==> config.mk <==
export PLATFORM = sky130hd
export DESIGN_NAME = sdram_tconv
export DESIGN_NICKNAME = d
export VERILOG_FILES = /design/src/rtl/sdram_tconv_pkg.sv /design/src/rtl/sdram_tconv_worst.sv /design/src/rtl/sdram_tconv_refresh.sv /design/src/rtl/sdram_tconv_div.sv /design/src/rtl/sdram_tconv.sv
export SDC_FILE = /design/constraint.sdc
export NUM_CORES = 1
export LEC_CHECK = 0
export BUFFER_PORTS_ARGS = -buffer_cell sky130_fd_sc_hd__buf_2
export CORE_MARGIN = 1
export CORE_UTILIZATION = 45
export CTS_BUF_LIST = sky130_fd_sc_hd__clkbuf_8
export DETAILED_ROUTE_END_ITERATION = 6
export GPL_TIMING_DRIVEN = 0
export PLACE_DENSITY_LB_ADDON = 0.15
export SYNTH_ARGS = -nofsm -noshare
export SYNTH_HDL_FRONTEND = slang
export SYNTH_SLANG_ARGS = --single-unit
==> constraint.sdc <==
create_clock -name clk -period 5.2 [get_ports clk]
set_input_delay 0.26 -clock clk [delete_from_list [all_inputs] [get_ports clk]]
set_output_delay 0.26 -clock clk [all_outputs]
set_load 0.01 [all_outputs]
==> src/rtl/sdram_tconv_pkg.sv <==
package sdram_tconv_pkg;

    typedef enum logic [2:0] {
        ST_IDLE,
        ST_MUL,
        ST_WAIT,
        ST_REFR,
        ST_FIN
    } tconv_state_e;

    localparam int NPAR       = 5;     // ns parameters converted by the divider
    localparam int IDX_RAS    = 0;
    localparam int IDX_RP     = 1;
    localparam int IDX_RCD    = 2;
    localparam int IDX_RRD    = 3;
    localparam int IDX_RFC    = 4;
    localparam int CODE_MAX   = 5;
    localparam int PERIOD_W   = 7;
    localparam int WTR_LIMIT  = 198;

    // refresh period in microseconds for a clamped code
    function automatic logic [PERIOD_W-1:0] period_us(input logic [2:0] code);
        case (code)
            3'd0:    return 7'd15;
            3'd1:    return 7'd3;
            3'd2:    return 7'd7;
            3'd3:    return 7'd31;
            3'd4:    return 7'd62;
            default: return 7'd125;
        endcase
    endfunction

endpackage

==> src/rtl/sdram_tconv_worst.sv <==
module sdram_tconv_worst #(
    parameter int W     = 8,
    parameter int SHIFT = 0
) (
    input  logic [W-1:0] val_a,
    input  logic [W-1:0] val_b,
    output logic [W-1:0] worst
);
    logic [W-1:0] clean_a, clean_b, larger;

    always_comb begin
        clean_a = (val_a == '1) ? '0 : val_a;
        clean_b = (val_b == '1) ? '0 : val_b;
        larger  = (clean_a > clean_b) ? clean_a : clean_b;
        worst   = larger >> SHIFT;
    end
endmodule

==> src/rtl/sdram_tconv_refresh.sv <==
module sdram_tconv_refresh
    import sdram_tconv_pkg::*;
#(
    parameter int W = 8
) (
    input  logic [W-1:0]        code_a,
    input  logic [W-1:0]        code_b,
    output logic [PERIOD_W-1:0] period
);
    logic [2:0]          sel_a, sel_b;
    logic [PERIOD_W-1:0] per_a, per_b;

    always_comb begin
        sel_a  = (code_a[3:0] > 4'(CODE_MAX)) ? 3'(CODE_MAX) : code_a[2:0];
        sel_b  = (code_b[3:0] > 4'(CODE_MAX)) ? 3'(CODE_MAX) : code_b[2:0];
        per_a  = period_us(sel_a);
        per_b  = period_us(sel_b);
        period = (per_a < per_b) ? per_a : per_b;
    end
endmodule

==> src/rtl/sdram_tconv_div.sv <==
module sdram_tconv_div #(
    parameter int PW      = 17,
    parameter int DIVISOR = 1000
) (
    input  logic          clk,
    input  logic          rst_n,
    input  logic          go,
    input  logic [PW-1:0] dividend,
    output logic          fin,
    output logic [PW-1:0] quot_ceil
);
    localparam int RW = $clog2(DIVISOR) + 1;
    localparam int CW = $clog2(PW + 1);

    typedef struct packed {
        logic          busy;
        logic [CW-1:0] cnt;
        logic [PW-1:0] dvd;
        logic [RW-1:0] rem;
        logic [PW-1:0] quo;
        logic          fin;
    } div_t;

    div_t q, d;
    logic [RW-1:0] trial;

    always_comb begin
        d     = q;
        d.fin = 1'b0;
        trial = {q.rem[RW-2:0], q.dvd[PW-1]};
        if (!q.busy && go) begin
            d.busy = 1'b1;
            d.cnt  = CW'(PW);
            d.dvd  = dividend;
            d.rem  = '0;
            d.quo  = '0;
        end else if (q.busy) begin
            if (trial >= RW'(DIVISOR)) begin
                d.rem = trial - RW'(DIVISOR);
                d.quo = {q.quo[PW-2:0], 1'b1};
            end else begin
                d.rem = trial;
                d.quo = {q.quo[PW-2:0], 1'b0};
            end
            d.dvd = q.dvd << 1;
            d.cnt = q.cnt - 1'b1;
            if (q.cnt == CW'(1)) begin
                d.busy = 1'b0;
                d.fin  = 1'b1;
            end
        end
    end

    always_ff @(posedge clk or negedge rst_n) begin
        if (!rst_n) q <= '0;
        else        q <= d;
    end

    assign fin       = q.fin;
    assign quot_ceil = q.quo + {{(PW-1){1'b0}}, |q.rem};
endmodule

==> src/rtl/sdram_tconv.sv <==
module sdram_tconv
    import sdram_tconv_pkg::*;
#(
    parameter int BYTE_W  = 8,
    parameter int BUS_W   = 10,
    parameter int NS_DIV  = 1000,
    parameter int REF_SH  = 4
) (
    input  logic                         clk,
    input  logic                         rst_n,
    input  logic                         start,
    input  logic [BUS_W-1:0]             bus_mhz,
    input  logic [BYTE_W-1:0]            ras_a,
    input  logic [BYTE_W-1:0]            ras_b,
    input  logic [BYTE_W-1:0]            rp_a,
    input  logic [BYTE_W-1:0]            rp_b,
    input  logic [BYTE_W-1:0]            rcd_a,
    input  logic [BYTE_W-1:0]            rcd_b,
    input  logic [BYTE_W-1:0]            rrd_a,
    input  logic [BYTE_W-1:0]            rrd_b,
    input  logic [BYTE_W-1:0]            rfc_a,
    input  logic [BYTE_W-1:0]            rfc_b,
    input  logic [BYTE_W-1:0]            ref_a,
    input  logic [BYTE_W-1:0]            ref_b,
    output logic                         done,
    output logic [BYTE_W-1:0]            act_pre_clk,
    output logic [BYTE_W-1:0]            pre_act_clk,
    output logic [BYTE_W-1:0]            act_cmd_clk,
    output logic [BYTE_W-1:0]            act_act_clk,
    output logic [4:0]                   act_cycle_clk,
    output logic [BYTE_W-1:0]            ref_act_clk,
    output logic [1:0]                   wr_rd_clk,
    output logic [BYTE_W+BUS_W-6:0]      ref_ivl
);
    localparam int MEM_W = BUS_W - 1;
    localparam int PW    = BYTE_W + MEM_W;
    localparam int IVL_W = PW - REF_SH;
    localparam int IDX_W = $clog2(NPAR);
    localparam logic [NPAR-1:0] QUARTER_NS = 5'b01110;

    typedef struct packed {
        tconv_state_e                 st;
        logic [IDX_W-1:0]             idx;
        logic [MEM_W-1:0]             mem;
        logic [NPAR-1:0][BYTE_W-1:0]  res;
        logic [4:0]                   trc;
        logic [BYTE_W-1:0]            rfc;
        logic [1:0]                   wtr;
        logic [IVL_W-1:0]             ivl;
        logic                         done;
    } ctl_t;

    ctl_t q, d;

    logic [NPAR-1:0][BYTE_W-1:0] raw_a, raw_b, combined;
    logic [PERIOD_W-1:0]         period;
    logic [BYTE_W-1:0]           mul_a;
    logic [PW-1:0]               product;
    logic                        div_go, div_fin;
    logic [PW-1:0]               div_res;
    logic [4:0]                  trc_n;

    assign raw_a = {rfc_a, rrd_a, rcd_a, rp_a, ras_a};
    assign raw_b = {rfc_b, rrd_b, rcd_b, rp_b, ras_b};

    for (genvar i = 0; i < NPAR; i++) begin : g_worst
        sdram_tconv_worst #(
            .W     (BYTE_W),
            .SHIFT (QUARTER_NS[i] ? 2 : 0)
        ) u_worst (
            .val_a (raw_a[i]),
            .val_b (raw_b[i]),
            .worst (combined[i])
        );
    end

    sdram_tconv_refresh #(.W(BYTE_W)) u_refresh (
        .code_a (ref_a),
        .code_b (ref_b),
        .period (period)
    );

    // one multiplier shared by the ns conversions and the refresh interval
    assign mul_a   = (q.st == ST_REFR) ? BYTE_W'(period) : combined[q.idx];
    assign product = PW'(mul_a) * PW'(q.mem);
    assign div_go  = (q.st == ST_MUL);

    sdram_tconv_div #(.PW(PW), .DIVISOR(NS_DIV)) u_div (
        .clk       (clk),
        .rst_n     (rst_n),
        .go        (div_go),
        .dividend  (product),
        .fin       (div_fin),
        .quot_ceil (div_res)
    );

    always_comb begin
        d      = q;
        d.done = 1'b0;
        trc_n  = {1'b0, q.res[IDX_RAS][3:0]} + {2'b00, q.res[IDX_RP][2:0]};
        case (q.st)
            ST_IDLE: begin
                if (start) begin
                    d.mem = bus_mhz[BUS_W-1:1];
                    d.idx = '0;
                    d.st  = ST_MUL;
                end
            end
            ST_MUL: d.st = ST_WAIT;
            ST_WAIT: begin
                if (div_fin) begin
                    d.res[q.idx] = div_res[BYTE_W-1:0];
                    if (q.idx == IDX_W'(NPAR - 1)) begin
                        d.st = ST_REFR;
                    end else begin
                        d.idx = q.idx + 1'b1;
                        d.st  = ST_MUL;
                    end
                end
            end
            ST_REFR: begin
                d.ivl = product[PW-1:REF_SH];
                d.st  = ST_FIN;
            end
            ST_FIN: begin
                d.trc  = trc_n;
                d.rfc  = (combined[IDX_RFC] == '0) ? BYTE_W'(trc_n) + BYTE_W'(1)
                                                    : q.res[IDX_RFC];
                d.wtr  = (int'(q.mem) > WTR_LIMIT) ? 2'd2 : 2'd1;
                d.done = 1'b1;
                d.st   = ST_IDLE;
            end
            default: d.st = ST_IDLE;
        endcase
    end

    always_ff @(posedge clk or negedge rst_n) begin
        if (!rst_n) q <= '0;
        else        q <= d;
    end

    assign done          = q.done;
    assign act_pre_clk   = q.res[IDX_RAS];
    assign pre_act_clk   = q.res[IDX_RP];
    assign act_cmd_clk   = q.res[IDX_RCD];
    assign act_act_clk   = q.res[IDX_RRD];
    assign act_cycle_clk = q.trc;
    assign ref_act_clk   = q.rfc;
    assign wr_rd_clk     = q.wtr;
    assign ref_ivl       = q.ivl;
endmodule

# Word-level counts from Yosys, hierarchy flattened
# Cells that the tools add are included.
# Widths: inputs -> output; s select.
dict set report op_classes {
  add_sub_neg 6
  n_mul 1
  n_lt_le_gt_ge 12
  eq_ne 27
  n_mux 41
  n_reduce_logical 14
}
# op count
set op_table {}
lappend op_table {{$mux 8} 19}
lappend op_table {{$eq 8x8->1 const B} 10}
lappend op_table {{$pmux 7 s5} 2}
lappend op_table {{$mux 52} 1}
lappend op_table {{$mux 51} 1}
lappend op_table {{$bwmux 40} 1}
lappend op_table {{$gt 8x8->1} 5}
lappend op_table {{$mux 28} 1}
lappend op_table {{$bmux 8 s3} 1}
lappend op_table {{$demux 8 s3} 1}
lappend op_table {{$eq 3x2->1 const B} 6}
lappend op_table {{$mul 8x9->17} 1}
lappend op_table {{$mux 15} 1}
lappend op_table {{$eq 3x3->1 const B} 4}
lappend op_table {{$pmux 3 s4} 1}
lappend op_table {{$ge 11x10->1 const B} 1}
lappend op_table {{$reduce_or 11->1} 1}
lappend op_table {{$sub 11x10->11 const B} 1}
lappend op_table {{$eq 3x1->1 const B} 3}
lappend op_table {{$gt 9x8->1 const B} 1}
lappend op_table {{$logic_not 3->1} 3}
lappend op_table {{$mux 3} 3}
lappend op_table {{$add 8x1->8} 1}
lappend op_table {{$gt 4x3->1 const B} 2}
lappend op_table {{21 further kinds} 30}
dict set report word_totals {
  regBits 135
  input_bits 109
  word_cells 120
}

# Depth between registers and ports, before layout
dict set report logic_depth {
  depth_word 9
  depth_mapped 30
}

# Cells and area by module
# A second synthesis with hierarchy kept.
dict set report hier_totals {
  hier_cells 1318
  area_unflattened_um2 11873.9
}
# mod instances cells_per_inst area_per_inst_um2 seq_area_each_um2
set by_module_without_submodules {}
lappend by_module_without_submodules {sdram_tconv 1 684 6745.2 2102.0}
lappend by_module_without_submodules {sdram_tconv_div 1 295 2723.9 1301.2}
lappend by_module_without_submodules {{sdram_tconv_worst at g_worst[1].u_worst ...} 3 58 411.6 0.0}
lappend by_module_without_submodules {{sdram_tconv_worst at g_worst[0].u_worst ...} 2 59 416.6 0.0}
lappend by_module_without_submodules {sdram_tconv_refresh 1 47 336.6 0.0}

# Worst setup path after synthesis
# OpenSTA, ideal clock, no wires.
dict set report synth_path {
  kind {input -> register}
  start {input rfc_a[6]}
  end {register u_div.q[44] in the netlist's numbering}
  setup_time_ns 0.069
  t_arrival_ns 6.863
  t_required_ns 5.131
  path_slack_ns -1.732
  stages 27
  n_path_buf 2
  cell_sequence {nand4_1 -> or2_2 -> clkbuf_1 -> and2_1 -> ha_1 -> nand2_1 -> o21a_1 -> o22ai_1 -> clkbuf_1 -> mux2_2 -> o21ai_1 -> nand3_1 -> o31a_1 -> fa_1 -> fa_1 -> inv_1 -> fa_1 -> inv_1 -> fa_1 -> inv_1 -> ha_1 -> inv_1 -> a21oi_1 -> o221ai_1 -> o311a_1 -> or4_1 -> nand3_1}
}
dict set report synth_between {
  elab_chain_cells 9
}
# item line
set synth_rtl {}
lappend synth_rtl {{start, declared} sdram_tconv.sv:21} ;# input logic [BYTE_W-1:0] rfc_a,
lappend synth_rtl {{$eq 8x8->1} sdram_tconv_worst.sv:12} ;# clean_a = (val_a == '1) ? '0 : val_a;
lappend synth_rtl {{$mux 8 (*)} sdram_tconv_worst.sv:12}
lappend synth_rtl {{$gt 8x8->1} sdram_tconv_worst.sv:14} ;# larger = (clean_a > clean_b) ? clean_a : clean_b;
lappend synth_rtl {{$mux 8 (*)} sdram_tconv_worst.sv:14}
lappend synth_rtl {{$bmux 8 s3 (*)} sdram_tconv.sv:84} ;# assign mul_a = (q.st == ST_REFR) ? BYTE_W'(period) : combined[q.idx];
lappend synth_rtl {{$mux 8 (not written as such) (*)} sdram_tconv.sv:84}
lappend synth_rtl {{$mux 8 (*)} sdram_tconv.sv:84}
lappend synth_rtl {{$mul 8x9->17 (*)} sdram_tconv.sv:85} ;# assign product = PW'(mul_a) * PW'(q.mem);
lappend synth_rtl {{$mux 51 (*)} sdram_tconv_div.sv:31} ;# if (!q.busy && go) begin
lappend synth_rtl {{end signal, assigned} sdram_tconv_div.sv:55} ;# if (!rst_n) q <= '0;
lappend synth_rtl {{end signal, assigned} sdram_tconv_div.sv:56} ;# else q <= d;
lappend synth_rtl {{end, declared} sdram_tconv_div.sv:24} ;# div_t q, d;
# Mark *: on every way between the ends. The rest lies on a longest branch, timed or not. The select of a mux whose other input is x is not followed.
# A chain may end at the register's enable or synchronous reset.

# Worst setup path after layout
dict set report layout_path {
  start {input rp_b[0]}
  end {register u_div.q[43] in the netlist's numbering}
}
dict set report layout_between {
  elab_chain_cells 9
}
# item line
set layout_rtl {}
lappend layout_rtl {{start, declared} sdram_tconv.sv:16} ;# input logic [BYTE_W-1:0] rp_b,
lappend layout_rtl {{$eq 8x8->1} sdram_tconv_worst.sv:13} ;# clean_b = (val_b == '1) ? '0 : val_b;
lappend layout_rtl {{$mux 8 (*)} sdram_tconv_worst.sv:13}
lappend layout_rtl {{$gt 8x8->1} sdram_tconv_worst.sv:14}
lappend layout_rtl {{$mux 8 (*)} sdram_tconv_worst.sv:14}
lappend layout_rtl {{$bmux 8 s3 (*)} sdram_tconv.sv:84}
lappend layout_rtl {{$mux 8 (not written as such) (*)} sdram_tconv.sv:84}
lappend layout_rtl {{$mux 8 (*)} sdram_tconv.sv:84}
lappend layout_rtl {{$mul 8x9->17 (*)} sdram_tconv.sv:85}
lappend layout_rtl {{$mux 51 (*)} sdram_tconv_div.sv:31}
# Marked as above.

==> out/qor.csv <==
stage,metric,value,unit
outcome,status,finished with violations,
outcome,failing checks,negative setup slack,
placement,IO Port Bufs,160,
worst_setup_path,CP arrival,6.98,ns
logic_synthesis,async set-reset flop share out of synthesis,100,%
global_route,first-pass GRT wire length,51.5,mm
worst_setup_path,critical-path cell with the highest stage delay,fa_1,
logic_synthesis,gate count after technology mapping,1349,
sta,final period utilization,128,%
min_path,Hold Path Class,primary input to flip-flop,
logic_synthesis,mapped cell area,11300,µm²
die,Die Area,25800,µm²
sta,fmax,151,MHz
final_layout,net count reported at finish,1820,
logic_synthesis,Mean Syn Cell Area,8.41,µm²
logic_synthesis,Post-synth EDFFs,0,
clock_tree,Skew-Pair Late Insertion Delay,0.46,ns
logic_synthesis,Yosys cell types,80,
global_route,initial antenna violation count,0,
routing,Detail Route Antenna Nets,0,
clock_tree,CTS clock-pin slew for the worst setup and hold paths,0.09,ns
logic_synthesis,"count leader, synth",nand2_1,
die,Initial Util,46.2,%
logic_synthesis,Yosys top cell area share,28.0,%
global_route,GRT Util Overall,24.7,%
die,Ports,170,
logic_synthesis,Post-Syn Nets,1595,
final_layout,fin util,58.6,%
clock_tree,clock sinks,127,
routing,final routed DRC violation total,0,
logic_synthesis,most frequent cells after synthesis,"nand2_1, dfrtp_1, o21ai_0",
routing,Vias/cell,5.57,
job,Max-Cap Viols,0,
sta,Slew @ Worst Pin,0.884,ns
worst_setup_path,Worst EP required,5.54,ns
final_layout,share of cells above drive strength 1,30.3,%
logic_synthesis,largest cells by area after synthesis,"dfrtp_1, ha_1, fa_1",
sta,Final WS setup,-1.44,ns
sta,fin. max-slew vios,0,
die,core box area,24500,µm²
final_layout,Ant. Diodes,0,
worst_setup_path,CP endpoint kind,flip-flop,
worst_setup_path,element type at the critical path start,primary input,
die,# rows,57,
die,die span in y,161,µm
logic_synthesis,sequential share of the synthesized area,28.0,%
worst_setup_path,CP Class,primary input to flip-flop,
sta,Finish-stage setup viols,26,
logic_synthesis,Yosys warnings,0,
routing,DRT Wirelength,31.5,mm
routing,routed len/inst,16.5,µm
global_route,grt total ovfl,0,
logic_synthesis,"flops & latches, synth",127,
die,Die Wd,161,µm
routing,DR vias,10600,
clock_tree,CTS max path bufs,2,
final_layout,Synth-to-Final Area Change,26.7,%
clock_tree,CTS tree,done,
global_route,largest net degree at the start of global routing,87,
logic_synthesis,Synth area leader,dfrtp_1,
clock_tree,CTS H-tree lvls,4,
sta,slew margin rel.,41.1,%
routing,initial DRC count,828,
worst_setup_path,crit-path max cell delay,0.56,ns
placement,RD Place Congestion,0.891,
sta,clk_skew,0.0162,ns
global_route,vias in the first global route,10400,
worst_setup_path,Worst Path Max Fanout,6,
clock_tree,Num CTS Buffers,17,
logic_synthesis,top_reg_cell synth,dfrtp_1,
clock_tree,CTS root buf,clkbuf_8,
placement,DP Wirelength,24.2,mm
sta,Fin. Hold Viols,0,
sta,Tmin final,6.64,ns
sta,unrepaired setup endpoints after global routing,yes,
routing,router iterations before antenna repair,6,
[worst max-delay path, delay by kind of cell]
family	cells	cell delay, ns
multiplexers	2	0.84
adder cells (fa/ha/maj)	6	2.54
AND/OR/NAND/NOR	5	1.20
XOR/XNOR	1	0.26
AO/OA/AOI/OAI	8	1.60
buffers and inverters	4	0.24
[cells by family after synthesis]
kind of cell | count (synthesis) | share of synthesized area [%]
AND/OR/NAND/NOR | 494 | 21.0
AO/OA/AOI/OAI | 332 | 19.3
buffers and inverters | 204 | 8.87
adder cells (fa/ha/maj) | 137 | 18.0
flip-flops | 127 | 28.0
XOR/XNOR | 31 | 2.39
multiplexers | 24 | 2.44
[flip-flops by register name, summed over array words and instances, names as in the netlist, 2 cells and up]
register / cells
ref_ivl: 13
act_cycle_clk: 5
act_act_clk: 8
act_cmd_clk: 8
u_div.q: 42
ref_act_clk: 8
pre_act_clk: 8
q: 23
wr_rd_clk: 2
act_pre_clk: 8
[stage by stage]
step	setup WS [ns]	cells	setup TNS [ns]	instance area [µm²]	hold WS (ns)
floorplan	-1.35	1349	-23.73	11500	-0.0356
CTS	-1.34	1897	-22.49	13800	0.00473
detailed placement	-2.25	1834	-44.61	12700	0.204
global route	-1.64	1911	-30.19	14400	0.0168
finish	-1.44	1911	-25.11	14400	0.0239
global placement	-2.20	1833	-42.18	12700	0.453
[placed cells by master (no fill, tap or decap), types with 44 or more instances in the layout]
master   instances
nand2_1        212
buf_2          151
dfrtp_1        127
buf_4           99
o21ai_0         88
ha_1            79
inv_1           70
a21oi_1         54
nor2_1          51
nand3_1         45
and2_1          44
[area by class of cell]
type	count	area, µm²
timing repair buffer	212	1320
clock buffer	17	234
inverter	86	327
fill	2224	10200
multi-input combinational	1018	8090
tap	324	405
buffer	112	671
clock inverter	15	145
sequential	127	3180
[routing by layer]
layer | share of wire [%] | vias up | GRT usage, % | wire length (µm)
met1 | 44 | 5092 | 32.0 | 13700
met4 | 2.2 | 0 | 8.40 | 680
met2 | 48 | 347 | 41.6 | 15200
met5 | 0 | - | 0 | 0
met3 | 5.9 | 56 | 4.03 | 1870
li1 | - | 5147 | - | -
[path summary, 6_finish.rpt]
path                                                 start                          to  slack [ns]  cells past startpoint
worst max-delay path                               rp_b[0]     u_div.q[43]$_DFFE_PN0P_       -1.44                     26
worst min-delay path                            bus_mhz[6]           q[74]$_DFFE_PN0P_        0.02                      3
worst max register to register           q[78]$_DFFE_PN0P_     u_div.q[43]$_DFFE_PN0P_       -1.12                     24
worst min register to register  ref_act_clk[5]$_DFFE_PN0P_  ref_act_clk[5]$_DFFE_PN0P_        0.47                      2
max in group asynchronous                            rst_n     u_div.q[40]$_DFFE_PN0P_        4.13                      3
min in group asynchronous                            rst_n  ref_act_clk[6]$_DFFE_PN0P_        0.27                      2
[repair_timing]
item	in CTS	in global routing
pin swaps	56	31
hold buffers	3	0
resized for setup	79	93
endpoints found under the hold margin	43	0
setup buffers	32	16
endpoints found under the setup margin	26	26
Power is not shown: default switching activity piles up to over one toggle a cycle in this logic, so the estimate is an artifact.
